**src/rtl/sbcd_pkg.sv**
```systemverilog
package sbcd_pkg;
  localparam int CHAR_W = 6;
  localparam int LCODE_W = 4;

  typedef enum logic [2:0] {
    S_IDLE,
    S_RDREQ,
    S_RDCAP,
    S_CALC,
    S_FIX,
    S_WR,
    S_FIN
  } sbcd_state_e;
endpackage

```
**src/rtl/sbcd_len_dec.sv**
```systemverilog
module sbcd_len_dec #(
  parameter int NDIG = 10,
  parameter int IW   = 4
) (
  input  logic [3:0]    code,
  output logic [IW-1:0] len,
  output logic          bad
);
  always_comb begin
    bad = (code > 4'd9);
    len = (code == 4'd0) ? IW'(NDIG) : IW'(code);
  end
endmodule

```
**src/rtl/sbcd_digit_add.sv**
```systemverilog
module sbcd_digit_add (
  input  logic [3:0] x,
  input  logic [3:0] y,
  input  logic       sub,
  input  logic       cin,
  output logic [3:0] s,
  output logic       cout
);
  logic [3:0] y_eff;
  logic [4:0] t;
  always_comb begin
    y_eff = sub ? (4'd9 - y) : y;
    t     = 5'(x) + 5'(y_eff) + 5'(cin);
    cout  = (t > 5'd9);
    s     = cout ? 4'(t - 5'd10) : t[3:0];
  end
endmodule

```
**src/rtl/sbcd_field_adder.sv**
```systemverilog
module sbcd_field_adder
  import sbcd_pkg::*;
#(
  parameter int AW   = 8,
  parameter int NDIG = 10
) (
  input  logic              clk,
  input  logic              rst,
  input  logic              start,
  input  logic [AW-1:0]     a_addr,
  input  logic [3:0]        a_len,
  input  logic [AW-1:0]     b_addr,
  input  logic [3:0]        b_len,
  output logic              busy,
  output logic              done,
  output logic              res_neg,
  output logic              ovf,
  output logic              err,
  output logic [AW-1:0]     mem_addr,
  output logic              mem_rd,
  output logic              mem_wr,
  output logic [CHAR_W-1:0] mem_wdata,
  input  logic [CHAR_W-1:0] mem_rdata
);
  localparam int IW = $clog2(NDIG + 1);

  sbcd_state_e   state;
  logic [IW-1:0] cnt, la, lb, la_in, lb_in;
  logic          la_bad, lb_bad;
  logic [AW-1:0] a_base, b_base;
  logic          phase_b, sa, sb, carry, neg_r, ovf_carry;
  logic [3:0]    a_dig [NDIG];
  logic [3:0]    b_dig [NDIG];
  logic [3:0]    r_dig [NDIG];

  logic [3:0]    add_x, add_y, add_s;
  logic          add_sub, add_cin, add_cout;
  logic          nz_lo, nz_hi, sign_out, last_rd;
  logic [IW-1:0] cur_len;
  logic [AW-1:0] rd_addr, wr_addr;

  sbcd_len_dec #(.NDIG(NDIG), .IW(IW)) u_dec_a (.code(a_len), .len(la_in), .bad(la_bad));
  sbcd_len_dec #(.NDIG(NDIG), .IW(IW)) u_dec_b (.code(b_len), .len(lb_in), .bad(lb_bad));

  sbcd_digit_add u_add (
    .x(add_x), .y(add_y), .sub(add_sub), .cin(add_cin), .s(add_s), .cout(add_cout)
  );

  // operand selection: main pass adds A into B, fix pass complements the result
  always_comb begin
    if (state == S_CALC) begin
      add_x   = b_dig[cnt];
      add_y   = a_dig[cnt];
      add_sub = (sa != sb);
    end else begin
      add_x   = 4'd0;
      add_y   = r_dig[cnt];
      add_sub = 1'b1;
    end
    add_cin = (cnt == '0) ? add_sub : carry;
  end

  // nonzero digits inside and above B's length
  always_comb begin
    nz_lo = 1'b0;
    nz_hi = 1'b0;
    for (int i = 0; i < NDIG; i++) begin
      if (r_dig[i] != 4'd0) begin
        if (IW'(i) < lb) nz_lo = 1'b1;
        else             nz_hi = 1'b1;
      end
    end
    sign_out = neg_r && nz_lo;
  end

  always_comb begin
    cur_len  = phase_b ? lb : la;
    last_rd  = (cnt == cur_len - IW'(1));
    rd_addr  = (phase_b ? b_base : a_base) + AW'(cur_len) - AW'(1) - AW'(cnt);
    wr_addr  = b_base + AW'(lb) - AW'(1) - AW'(cnt);
    busy     = (state != S_IDLE) && (state != S_FIN);
    done     = (state == S_FIN);
    mem_rd   = (state == S_RDREQ);
    mem_wr   = (state == S_WR);
    mem_addr = (state == S_WR) ? wr_addr : rd_addr;
    mem_wdata = {(cnt == '0) && sign_out, 1'b0, r_dig[cnt]};
  end

  always_ff @(posedge clk) begin
    if (rst) begin
      state     <= S_IDLE;
      cnt       <= '0;
      la        <= '0;
      lb        <= '0;
      a_base    <= '0;
      b_base    <= '0;
      phase_b   <= 1'b0;
      sa        <= 1'b0;
      sb        <= 1'b0;
      carry     <= 1'b0;
      neg_r     <= 1'b0;
      ovf_carry <= 1'b0;
      res_neg   <= 1'b0;
      ovf       <= 1'b0;
      err       <= 1'b0;
      for (int i = 0; i < NDIG; i++) begin
        a_dig[i] <= '0;
        b_dig[i] <= '0;
        r_dig[i] <= '0;
      end
    end else begin
      case (state)
        S_IDLE: if (start) begin
          a_base    <= a_addr;
          b_base    <= b_addr;
          la        <= la_in;
          lb        <= lb_in;
          cnt       <= '0;
          phase_b   <= 1'b0;
          sa        <= 1'b0;
          sb        <= 1'b0;
          ovf_carry <= 1'b0;
          res_neg   <= 1'b0;
          ovf       <= 1'b0;
          err       <= la_bad || lb_bad;
          for (int i = 0; i < NDIG; i++) begin
            a_dig[i] <= '0;
            b_dig[i] <= '0;
          end
          state <= (la_bad || lb_bad) ? S_FIN : S_RDREQ;
        end
        S_RDREQ: state <= S_RDCAP;
        S_RDCAP: begin
          if (mem_rdata[3:0] > 4'd9) begin
            err   <= 1'b1;
            state <= S_FIN;
          end else begin
            if (phase_b) begin
              b_dig[cnt] <= mem_rdata[3:0];
              if (cnt == '0) sb <= mem_rdata[5];
            end else begin
              a_dig[cnt] <= mem_rdata[3:0];
              if (cnt == '0) sa <= mem_rdata[5];
            end
            if (last_rd) begin
              cnt     <= '0;
              phase_b <= 1'b1;
              state   <= phase_b ? S_CALC : S_RDREQ;
            end else begin
              cnt   <= cnt + IW'(1);
              state <= S_RDREQ;
            end
          end
        end
        S_CALC: begin
          r_dig[cnt] <= add_s;
          carry      <= add_cout;
          if (cnt == IW'(NDIG - 1)) begin
            cnt <= '0;
            if (add_sub && !add_cout) begin
              neg_r <= sa;
              state <= S_FIX;
            end else begin
              neg_r     <= sb;
              ovf_carry <= !add_sub && add_cout;
              state     <= S_WR;
            end
          end else begin
            cnt <= cnt + IW'(1);
          end
        end
        S_FIX: begin
          r_dig[cnt] <= add_s;
          carry      <= add_cout;
          if (cnt == IW'(NDIG - 1)) begin
            cnt   <= '0;
            state <= S_WR;
          end else begin
            cnt <= cnt + IW'(1);
          end
        end
        S_WR: begin
          if (cnt == lb - IW'(1)) begin
            res_neg <= sign_out;
            ovf     <= ovf_carry || nz_hi;
            state   <= S_FIN;
          end else begin
            cnt <= cnt + IW'(1);
          end
        end
        default: state <= S_IDLE;
      endcase
    end
  end
endmodule

```
**config.mk**
```make
export PLATFORM = sky130hd
export DESIGN_NAME = sbcd_field_adder
export DESIGN_NICKNAME = d
export VERILOG_FILES = /design/src/rtl/sbcd_pkg.sv /design/src/rtl/sbcd_len_dec.sv /design/src/rtl/sbcd_digit_add.sv /design/src/rtl/sbcd_field_adder.sv
export SDC_FILE = /design/constraint.sdc
export NUM_CORES = 1
export LEC_CHECK = 0
export BUFFER_PORTS_ARGS = -buffer_cell sky130_fd_sc_hd__buf_2
export CELL_PAD_IN_SITES_DETAIL_PLACEMENT = 1
export CELL_PAD_IN_SITES_GLOBAL_PLACEMENT = 1
export CORE_MARGIN = 10
export CORE_UTILIZATION = 51
export CTS_CLUSTER_DIAMETER = 200
export CTS_CLUSTER_SIZE = 28
export DETAILED_ROUTE_END_ITERATION = 10
export PLACE_DENSITY = 0.83
export SLEW_MARGIN = 25
export SYNTH_ARGS = -nofsm -noshare
export SYNTH_HDL_FRONTEND = slang
export SYNTH_SLANG_ARGS = --single-unit
```
**constraint.sdc**
```tcl
create_clock -name clk -period 5.4 [get_ports clk]
set_input_delay 0.54 -clock clk [delete_from_list [all_inputs] [get_ports clk]]
set_output_delay 0.54 -clock clk [all_outputs]
set_load 0.01 [all_outputs]
```
==> reports/results.ini, run 1 <==
[clocking]
cts_hold_buf=0
cts_setup_buffers=0
h-tree-depth=1
tritoncts=yes
cts_resized=0
cts.clk_slew.worst_paths_ns=0.12
cts-root-buf=clkbuf_16
insertion_delay_ns=0.50
clock_sinks=236
cts_buffers=12
clockBufferDepth=3

[critical_path]
critPathMaxFanout=13
cp_slowest_cell=mux4_2
cp_common_cell=ha_1
crit_family=multiplexers
critPathCaptureType=flop
worst-path-buf-inv=3
critPathRequiredTime_ns=5.73
crit_type=reg -> reg
worst_ep_arrival_time_ns=5.33
cpPeakStageDelay_ns=0.55
worstPathCellList=buf_12 > mux4_2 > mux4_2 > mux2i_1 > ha_1 > nand2_1 > o21ai_1 > ha_1 > xnor2_2 > ha_1 > inv_1 > o21ai_0 > a31o_1 > mux2_4 > or2_1 > inv_2
cp-start-kind=flop

[finish]
multi_input_area_um2=5190
postLayoutCellArea_um2=13300
fin_util=0.562
regArea_um2=6650
layout-drive-gt1-share=0.181
diodes=0
nets=1100
num-fill-cells=2413
area_growth_syn_to_layout_pct=7.75

[timing]
setup_viol=0
tightest_slew_ns=0.979
worst_slack_ns=0.399
rsz0062_at_grt=false
fin_crit_sh=0.926
setup-tns-final_ns=0
finalHoldViolCount=0
fin_skew_ns=0.0395
fmax_ghz=0.200
slew_violations=0
final.min_clock_period_ns=5.00
slew_headroom=0.341

[hold_path]
hp-class=in -> reg

[route]
routed_wl_um=33500
firstDrtPassIters=5
final_antenna_net_count=0
wl_per_cell_um=24.8
via_per_inst=6.13
drtIter0Drc=644
drc=0
vias=8285

[logic_synthesis]
synthCells=1007
synth_flop_cell=edfxtp_1
ys_async_sr_fraction=0
yosysSeqAreaShare=0.539
yosysTopAreaCellShare=0.468
synth.distinct_cells=70
synth_edf_count=192
ys_ff_latch=236
syn_avg_cell_area_um2=12.2
yosysTopAreaCell=edfxtp_1
syn_nets=1081
ys_top_cells_by_area=edfxtp_1 47%, mux4_2 11%, dfxtp_1 7.1%
synth_commonest_cells=192 x edfxtp_1, 120 x nand2_1, 73 x nor2_1, 66 x and3_1, 60 x mux4_2
synth_most_common_cell=edfxtp_1
netlist_area_um2=12300
yosysWarnings=0

[placement]
place_congestion=0.845
dp_slack_ns=0.377
dp_hpwl_um=24100
place_area_um2=12900
io_buffers=51

[floorplan]
core-area_um2=23600
die_x_um=175
row_count=56
ios=54
die_area_um2=30800
start_util=0.522
fp.dieH_um=175

[global_routing]
grt-ovfl-total=0
grt_use_total=0.216
grt_max_degree=45
grt_pass1_vias=8915
antenna_found_initial=2
grt_pass1_wl_um=52300

[power_and_ir_drop]
cellLeakagePower_nw=4.98
p_clk_frac=0.172
p_sw_frac=0.377
power.density_nw_per_um2=461
power.switching_mw=2.31
peakVddDrop_mv=0.287
seqPwrFrac=0.392
fin_total_pwr_mw=6.12
combPwrFrac=0.436
p_int_mw=3.81

[job]
max_cap_violations=0

[outcome]
run_status=complete, no violations

[metrics by stage]
| stage | std cells | hold WS [ns] |
|---|---|---|
| after detailed placement | 1331 | 0.450 |
| after CTS | 1351 | 0.251 |
| after floorplan | 1007 | 0.436 |
| after global placement | 1331 | 0.441 |
| after global routing | 1351 | 0.259 |
| final | 1351 | 0.260 |
[final timing paths]
kind	start	endpoint	slack [ns]	depth (start not counted)
setup / recovery	flop	r_dig[10][2]	0.40	16
hold / removal	a_addr[5]	a_base[5]	0.26	3
setup reg to reg	flop	r_dig[10][2]	0.40	16
hold reg to reg	a_base[6]	a_base[6]	0.46	2
[logic make-up (layout without fill, tap and decap cells)]
logic type,count (synthesis),after routing,share of synthesized area
AOI/OAI and AO/OA,120,120,0.0610
xor gates and xnor gates,27,27,0.0213
adders and majority gates,42,42,0.0498
buffers and inverters,118,143,0.0426
DFF,236,236,0.539
muxes,84,84,0.131
other,1,1,0.000304
and+or+nand+nor,379,379,0.155
[registers in the layout (all words and copies together) (netlist names), named ones only]
register	flops
state	3
phase_b	1
lb	4
res_neg	1
b_dig	64
ovf_carry	1
a_base	8
b_base	8
a_dig	64
r_dig	64
cnt	4
la	4
ovf	1
carry	1
sa	1
err	1
neg_r	1
sb	1
[metal layers]
metal  vias up  part of all wire  GRT usage
li1       3697                 -          -
met1      4343              0.42      0.273
met2       194              0.52      0.383
met3        49             0.043     0.0296
met4         2             0.023     0.0540
met5         -           0.00027          0
[final cells by class]
class	count	area share
flip-flops and latches	236	0.501
multi-input cells	653	0.391
repair buffers	77	0.0377
well taps	319	0.0301
clock buffers	19	0.0262
inverters	46	0.0130
clock inverters	1	0.00123
[cells in the final DEF, fill, tap and decap left out, types with 6 or more instances in the layout]
master,count
and3_1,66
nand2b_1,8
o21bai_1,6
buf_2,51
xor2_1,8
a211oi_1,6
and2_1,35
edfxtp_1,192
nor4_1,8
nor2_2,8
ha_1,29
mux4_2,60
mux2i_1,21
xnor2_1,16
clkbuf_1,6
o21ai_1,6
inv_1,43
nand3_1,9
nor2_1,72
o21ai_0,18
clkbuf_16,13
nand2_1,119
a21oi_1,46
nor3_1,19
dfxtp_1,42
buf_4,22
a21o_1,7
fa_1,12
[power by group through the flow]
stage | registers (mW) | clock network, mW | logic (mW)
2_1_floorplan | 2.33 | 0 | 1.96
5_1_grt | 2.42 | 1.13 | 2.93
6_report | 2.40 | 1.05 | 2.67
3_5_place_dp | 2.44 | 0 | 2.64
4_1_cts | 2.40 | 1.07 | 2.67
3_3_place_gp | 2.42 | 0 | 2.51
[tightest hold or removal path, stage by stage]
cell and delay, ns:
buf_2 0.10, nand2_1 0.04, a21oi_1 0.05
Note: power is estimated with default switching activity, not from simulation.
==> run 2, diff against run 1 <==
- MAX_ROUTING_LAYER: default -> met4
- PLACE_DENSITY: 0.83 -> default
- PLACE_DENSITY_LB_ADDON: default -> 0.1
==> run 2 against run 1 <==
Effect of this change: die area stayed put; utilization is 0.19 points lower; combinational power is 4% lower; count of clock-buffer cells in the layout is 1 lower; non-clock buffer count is 1 higher; register-to-register slack better by 0.02 ns; hold slack worse by 0.0017 ns; final cell count is 0.15% higher; via count is 3.6% lower; routed wire length is 6.4% lower; final area is 0.33% lower; setup slack better by 0.023 ns; critical path type unchanged; largest power group unchanged.
==> reports/results.ini, run 2 (synthesis results as in run 1) <==
[clocking]
cts.clk_slew.worst_paths_ns=0.12
clock_sinks=236
h-tree-depth=1
tritoncts=yes
clockBufferDepth=3
insertion_delay_ns=0.51
cts-root-buf=clkbuf_16
cts_setup_buffers=0
cts_buffers=12

[finish]
area_growth_syn_to_layout_pct=7.39
final_common_cell=edfxtp_1
final_cell_mix=192 x edfxtp_1, 119 x nand2_1, 73 x nor2_1
nets=1101
largestRegisters=a_dig (64), b_dig (64), r_dig (64)
layout-drive-gt1-share=0.181

[route]
top_layer_used=met4
drc=0
final_antenna_net_count=0
firstDrtPassIters=5
dr_wl_met2_um=16000
m1WireLength_um=14000
vias=7987
routed_wl_um=31400
dr_wl_met3_um=1050
via_per_inst=5.90
drtIter0Drc=678
wl_per_cell_um=23.2

[floorplan]
core-area_um2=23600
row_count=56
fp.dieH_um=175
ios=54
start_util=0.522
die_x_um=175
die_area_um2=30800

[timing]
slew_headroom=0.370
setup-tns-final_ns=0
rsz0062_at_grt=false
final.min_clock_period_ns=4.98
worst_slack_ns=0.422
slew_violations=0
hold_slack_ns=0.258
fin_crit_sh=0.922
finalHoldViolCount=0
fmax_ghz=0.201
fin_skew_ns=0.0293
setup_viol=0
tightest_slew_ns=0.932

[placement]
dp_hpwl_um=22700
io_buffers=51
place_congestion=0.834
dp_slack_ns=0.311

[critical_path]
critPathMaxFanout=14
critPathRequiredTime_ns=5.74
critPathCaptureType=flop
worst_ep_arrival_time_ns=5.32
cp_common_cell=ha_1
reg2reg_slack_ns=0.42
crit_type=reg -> reg
cp_slowest_cell=dfxtp_4
cpPeakStageDelay_ns=0.55
cp-start-kind=flop
worstPathCellList=buf_4 > mux4_2 > mux4_2 > nand2_1 > and2_1 > ha_1 > nand2_1 > o21ai_1 > ha_1 > xnor2_2 > ha_1 > inv_1 > o21ai_0 > a31o_1 > mux2_4 > or2_1 > inv_2

[global_routing]
antenna_found_initial=1
grt_max_degree=35
grt_pass1_vias=8346
grt_pass1_wl_um=49300
grt-ovfl-total=0
grt_use_total=0.210

[power_and_ir_drop]
p_sw_frac=0.373
fin_total_pwr_mw=5.99
combPwrFrac=0.429
seqPwrFrac=0.399
p_int_mw=3.76
peakVddDrop_mv=0.269
power.switching_mw=2.23
power.density_nw_per_um2=453
p_clk_frac=0.172
cellLeakagePower_nw=4.97

[hold_path]
hp-class=in -> reg
min-delay-start=a_addr[4]

[outcome]
run_status=complete, no violations

[job]
max_cap_violations=0

run 2: cell count changes in the layout (fill, tap and decap cells not counted), sizes merged:
| cell | previous run | this run |
|---|---|---|
| buf | 77 | 78 |
| clkbuf | 19 | 18 |
| clkinv | 0 | 1 |
| diode | 0 | 1 |
run 2: final timing paths:
path | endpoint | depth (start not counted)
worst max-delay path | r_dig[11][2] | 17
worst min-delay path | a_base[4] | 3
worst max register to register | r_dig[11][2] | 17
worst min register to register | a_base[4] | 2
run 2: critical path: cells and delay by family, from the launching register on:
kind                       cells  cell delay, ns
AOI/OAI and AO/OA              3            0.57
xor gates and xnor gates       1            0.25
adders and majority gates      3            0.80
buffers and inverters          3            0.49
DFF                            1            0.55
muxes                          3            1.40
and+or+nand+nor                4            0.74
run 2: stage by stage:
stage / std cells / cell area, um^2 / utilization
global route: 1353 / 13200 / 0.560
global placement: 1332 / 12800 / 0.544
CTS: 1352 / 13200 / 0.559
detailed placement: 1332 / 12900 / 0.544
floorplan: 1007 / 12300 / -
finish: 1353 / 13200 / 0.560
run 2: area by class of cell:
cell class / instances / area (um^2)
clock buffers: 18 / 323
multi-input cells: 653 / 5180
well taps: 319 / 399
diodes: 1 / 2.50
flip-flops and latches: 236 / 6650
repair buffers: 78 / 470
inverters: 46 / 173
clock inverters: 2 / 32.5
fillers: 2443 / 10400
run 2: what timing repair did:
item,CTS,global route
gates resized for setup,0,1
endpoints found under the setup margin,0,12
hold buffers,0,0
run 2: routing by layer:
layer	vias to the layer above	track usage
li1	3714	-
met1	4080	0.275
met2	167	0.356
met3	26	0.0199
met4	0	0.0300
met5	-	-
run 2: power groups by stage:
stage | clock, mW | combinational, mW | sequential (mW)
2_1_floorplan | 0 | 1.96 | 2.33
3_3_place_gp | 0 | 2.51 | 2.42
3_5_place_dp | 0 | 2.58 | 2.43
4_1_cts | 1.06 | 2.60 | 2.39
5_1_grt | 1.12 | 2.87 | 2.42
6_report | 1.03 | 2.57 | 2.39
==> run 3, diff against run 2 <==
- ABC_AREA: default -> 1
- CORE_MARGIN: 10 -> 2
- CORE_UTILIZATION: 51 -> 48
==> run 3 against run 2 <==
Effect of this change: final cell count grew 30%; non-clock buffer count shrank 4; global-route usage grew 6.0 points; critical endpoint is now r_dig[9][3]; largest cell class unchanged.
==> reports/results.ini, run 3 <==
[power_and_ir_drop]
cellLeakagePower_nw=5.32
power.switching_mw=2.54
peakVddDrop_mv=0.579
power.density_nw_per_um2=463
p_sw_frac=0.411
p_clk_frac=0.169
p_int_mw=3.64
combPwrFrac=0.444
seqPwrFrac=0.387

[clocking]
cts_hold_buf=0
h-tree-depth=1
insertion_delay_ns=0.49
clock_sinks=236
cts_resized=0
cts_setup_buffers=0
clockBufferDepth=3
cts_buffers=12
cts.clk_slew.worst_paths_ns=0.12
tritoncts=yes
cts-root-buf=clkbuf_16

[logic_synthesis]
synth_compound_area_frac=0.121
synth.distinct_cells=42
syn_avg_cell_area_um2=8.88
synth_flop_cell=edfxtp_1
ys_async_sr_fraction=0
synth_top_family_by_area=simple AND/OR/NAND/NOR gates
yosysTopAreaCell=edfxtp_1
syn_nets=1473
yosysTopAreaCellShare=0.464
yosysWarnings=0
synthSimpleGateAreaFrac=0.220
netlist_area_um2=12400
ys_top_cells_by_area=edfxtp_1 46%, nor2_1 8.6%, dfxtp_1 7.1%
synth_commonest_cells=284 x nor2_1, 207 x nand2_1, 192 x edfxtp_1, 138 x o21ai_0, 128 x inv_1
synth_xor_xnor_area_share=0.00685
synth_edf_count=192
synth_adder_area_share=0.0486
synth_most_common_cell=nor2_1
ys_ff_latch=236
synth_mux_area_frac=0.000806
yosysSeqAreaShare=0.535
synthCells=1399

[finish]
postLayoutCellArea_um2=13400
largestRegisters=a_dig (64), b_dig (64), r_dig (64)
area_growth_syn_to_layout_pct=7.63
diodes=0
final_common_cell=nor2_1
layout-drive-gt1-share=0.102
final_cell_mix=284 x nor2_1, 207 x nand2_1, 192 x edfxtp_1
nets=1494

[timing]
finalHoldViolCount=0
tightest_slew_ns=0.904
fin_skew_ns=0.0299
setup-tns-final_ns=0
slew_headroom=0.397
final.min_clock_period_ns=4.56
slew_violations=0
fin_crit_sh=0.844
fmax_ghz=0.219
rsz0062_at_grt=false
hold_slack_ns=0.259
setup_viol=0

[critical_path]
crit_type=reg -> reg
reg2reg_slack_ns=0.84
critPathMaxFanout=17
endpoint=r_dig[9][3]
reg2reg_to=r_dig[9][3]
critPathCaptureType=flop
reg2reg_depth=24
worst_ep_arrival_time_ns=4.76
critPathRequiredTime_ns=5.60
cp-start-kind=flop

[floorplan]
fp.dieH_um=165
row_count=58
ios=54
start_util=0.490
die_area_um2=27200
core-area_um2=25300
die_x_um=165

[route]
drc=0
routed_wl_um=34700
drtIter0Drc=630
final_antenna_net_count=0
via_per_inst=5.62
vias=9874
firstDrtPassIters=5
wl_per_cell_um=19.7

[global_routing]
grt_max_degree=102
grt-ovfl-total=0
antenna_found_initial=0
grt_use_total=0.270
grt_pass1_wl_um=54700
grt_pass1_vias=10200

[placement]
dp_hpwl_um=24700
place_congestion=0.869
io_buffers=51
place_area_um2=13000

[hold_path]
hp-class=in -> reg

[outcome]
run_status=complete, no violations

[job]
max_cap_violations=0

run 3: cell count changes after synthesis, sizes merged, moves of 27 or more:
cell    previous run  this run
inv               46       141
o211ai             2        29
o21ai             24       143
nand3              9        92
nor2              80       293
nand2            120       223
and3              66         0
mux4              60         0
and2              36         0
run 3: cell type report:
class,count,area (um^2)
clock buffer,19,348
clock inverter,1,16.3
fill,3034,12000
inverter,142,538
multi-input combinational,954,4940
sequential,236,6650
tap,330,413
timing repair buffer,74,465
run 3: critical path, stage by stage (launching register included):
cell	delay (ns)
dfxtp_2	0.35
inv_1	0.49
buf_4	0.28
a21oi_1	0.05
o21ai_0	0.08
nand3_1	0.13
nand3_1	0.19
nand2_1	0.14
o21ai_1	0.19
ha_1	0.26
nand2_1	0.06
o21ai_1	0.07
ha_1	0.36
xnor2_2	0.24
ha_1	0.19
inv_1	0.03
o21ai_0	0.13
nand2_1	0.09
inv_2	0.05
nand2_2	0.07
nand2_4	0.12
nand2_2	0.08
xnor2_2	0.14
nand2_1	0.28
inv_1	0.20
run 3: metrics by stage:
| stage | power (mW) | cells | setup slack, ns | util |
|---|---|---|---|---|
| 6_report | 6.19 | 1756 | 0.840 | 0.528 |
| 5_1_grt | 6.66 | 1756 | 0.488 | 0.528 |
| 3_5_place_dp | 5.17 | 1736 | 0.854 | 0.513 |
| 2_1_floorplan | 4.35 | 1399 | 1.81 | - |
| 4_1_cts | 6.22 | 1756 | 0.837 | 0.528 |
| 3_3_place_gp | 5.08 | 1736 | 0.957 | 0.513 |
run 3: power groups by stage:
stage | logic, mW | clock network [mW] | registers, mW
detailed placement | 2.74 | 0 | 2.44
global route | 3.12 | 1.11 | 2.42
CTS | 2.76 | 1.06 | 2.39
finish | 2.75 | 1.05 | 2.39
floorplan | 1.97 | 0 | 2.38
global placement | 2.66 | 0 | 2.42
run 3: cell families (layout without fill, tap and decap cells):
| logic type | count (synthesis) | in the layout |
|---|---|---|
| AO/OA/AOI/OAI | 271 | 271 |
| XOR/XNOR | 8 | 8 |
| adder cells (fa/ha/maj) | 41 | 41 |
| buffers and inverters | 209 | 236 |
| flip-flops | 236 | 236 |
| multiplexers | 1 | 1 |
| other | 1 | 1 |
| AND/OR/NAND/NOR | 632 | 632 |
run 3: worst min-delay path by stage:
stage                          from         to  slack [ns]  depth (start not counted)
after floorplan           a_base[7]  a_base[7]        0.42                          2
after global placement        la[2]      la[2]        0.45                          2
after detailed placement      la[2]      la[2]        0.46                          2
after CTS                     start        err        0.25                          2
after global routing          start        err        0.25                          2
final                     a_addr[0]  a_base[0]        0.26                          3
run 3: layer usage:
layer	GRT usage	routed length, um	up-vias
met5	-	0	-
met4	0.0668	693	0
met3	0.0294	1800	58
met2	0.446	16600	241
met1	0.359	15500	4836
li1	-	-	4739
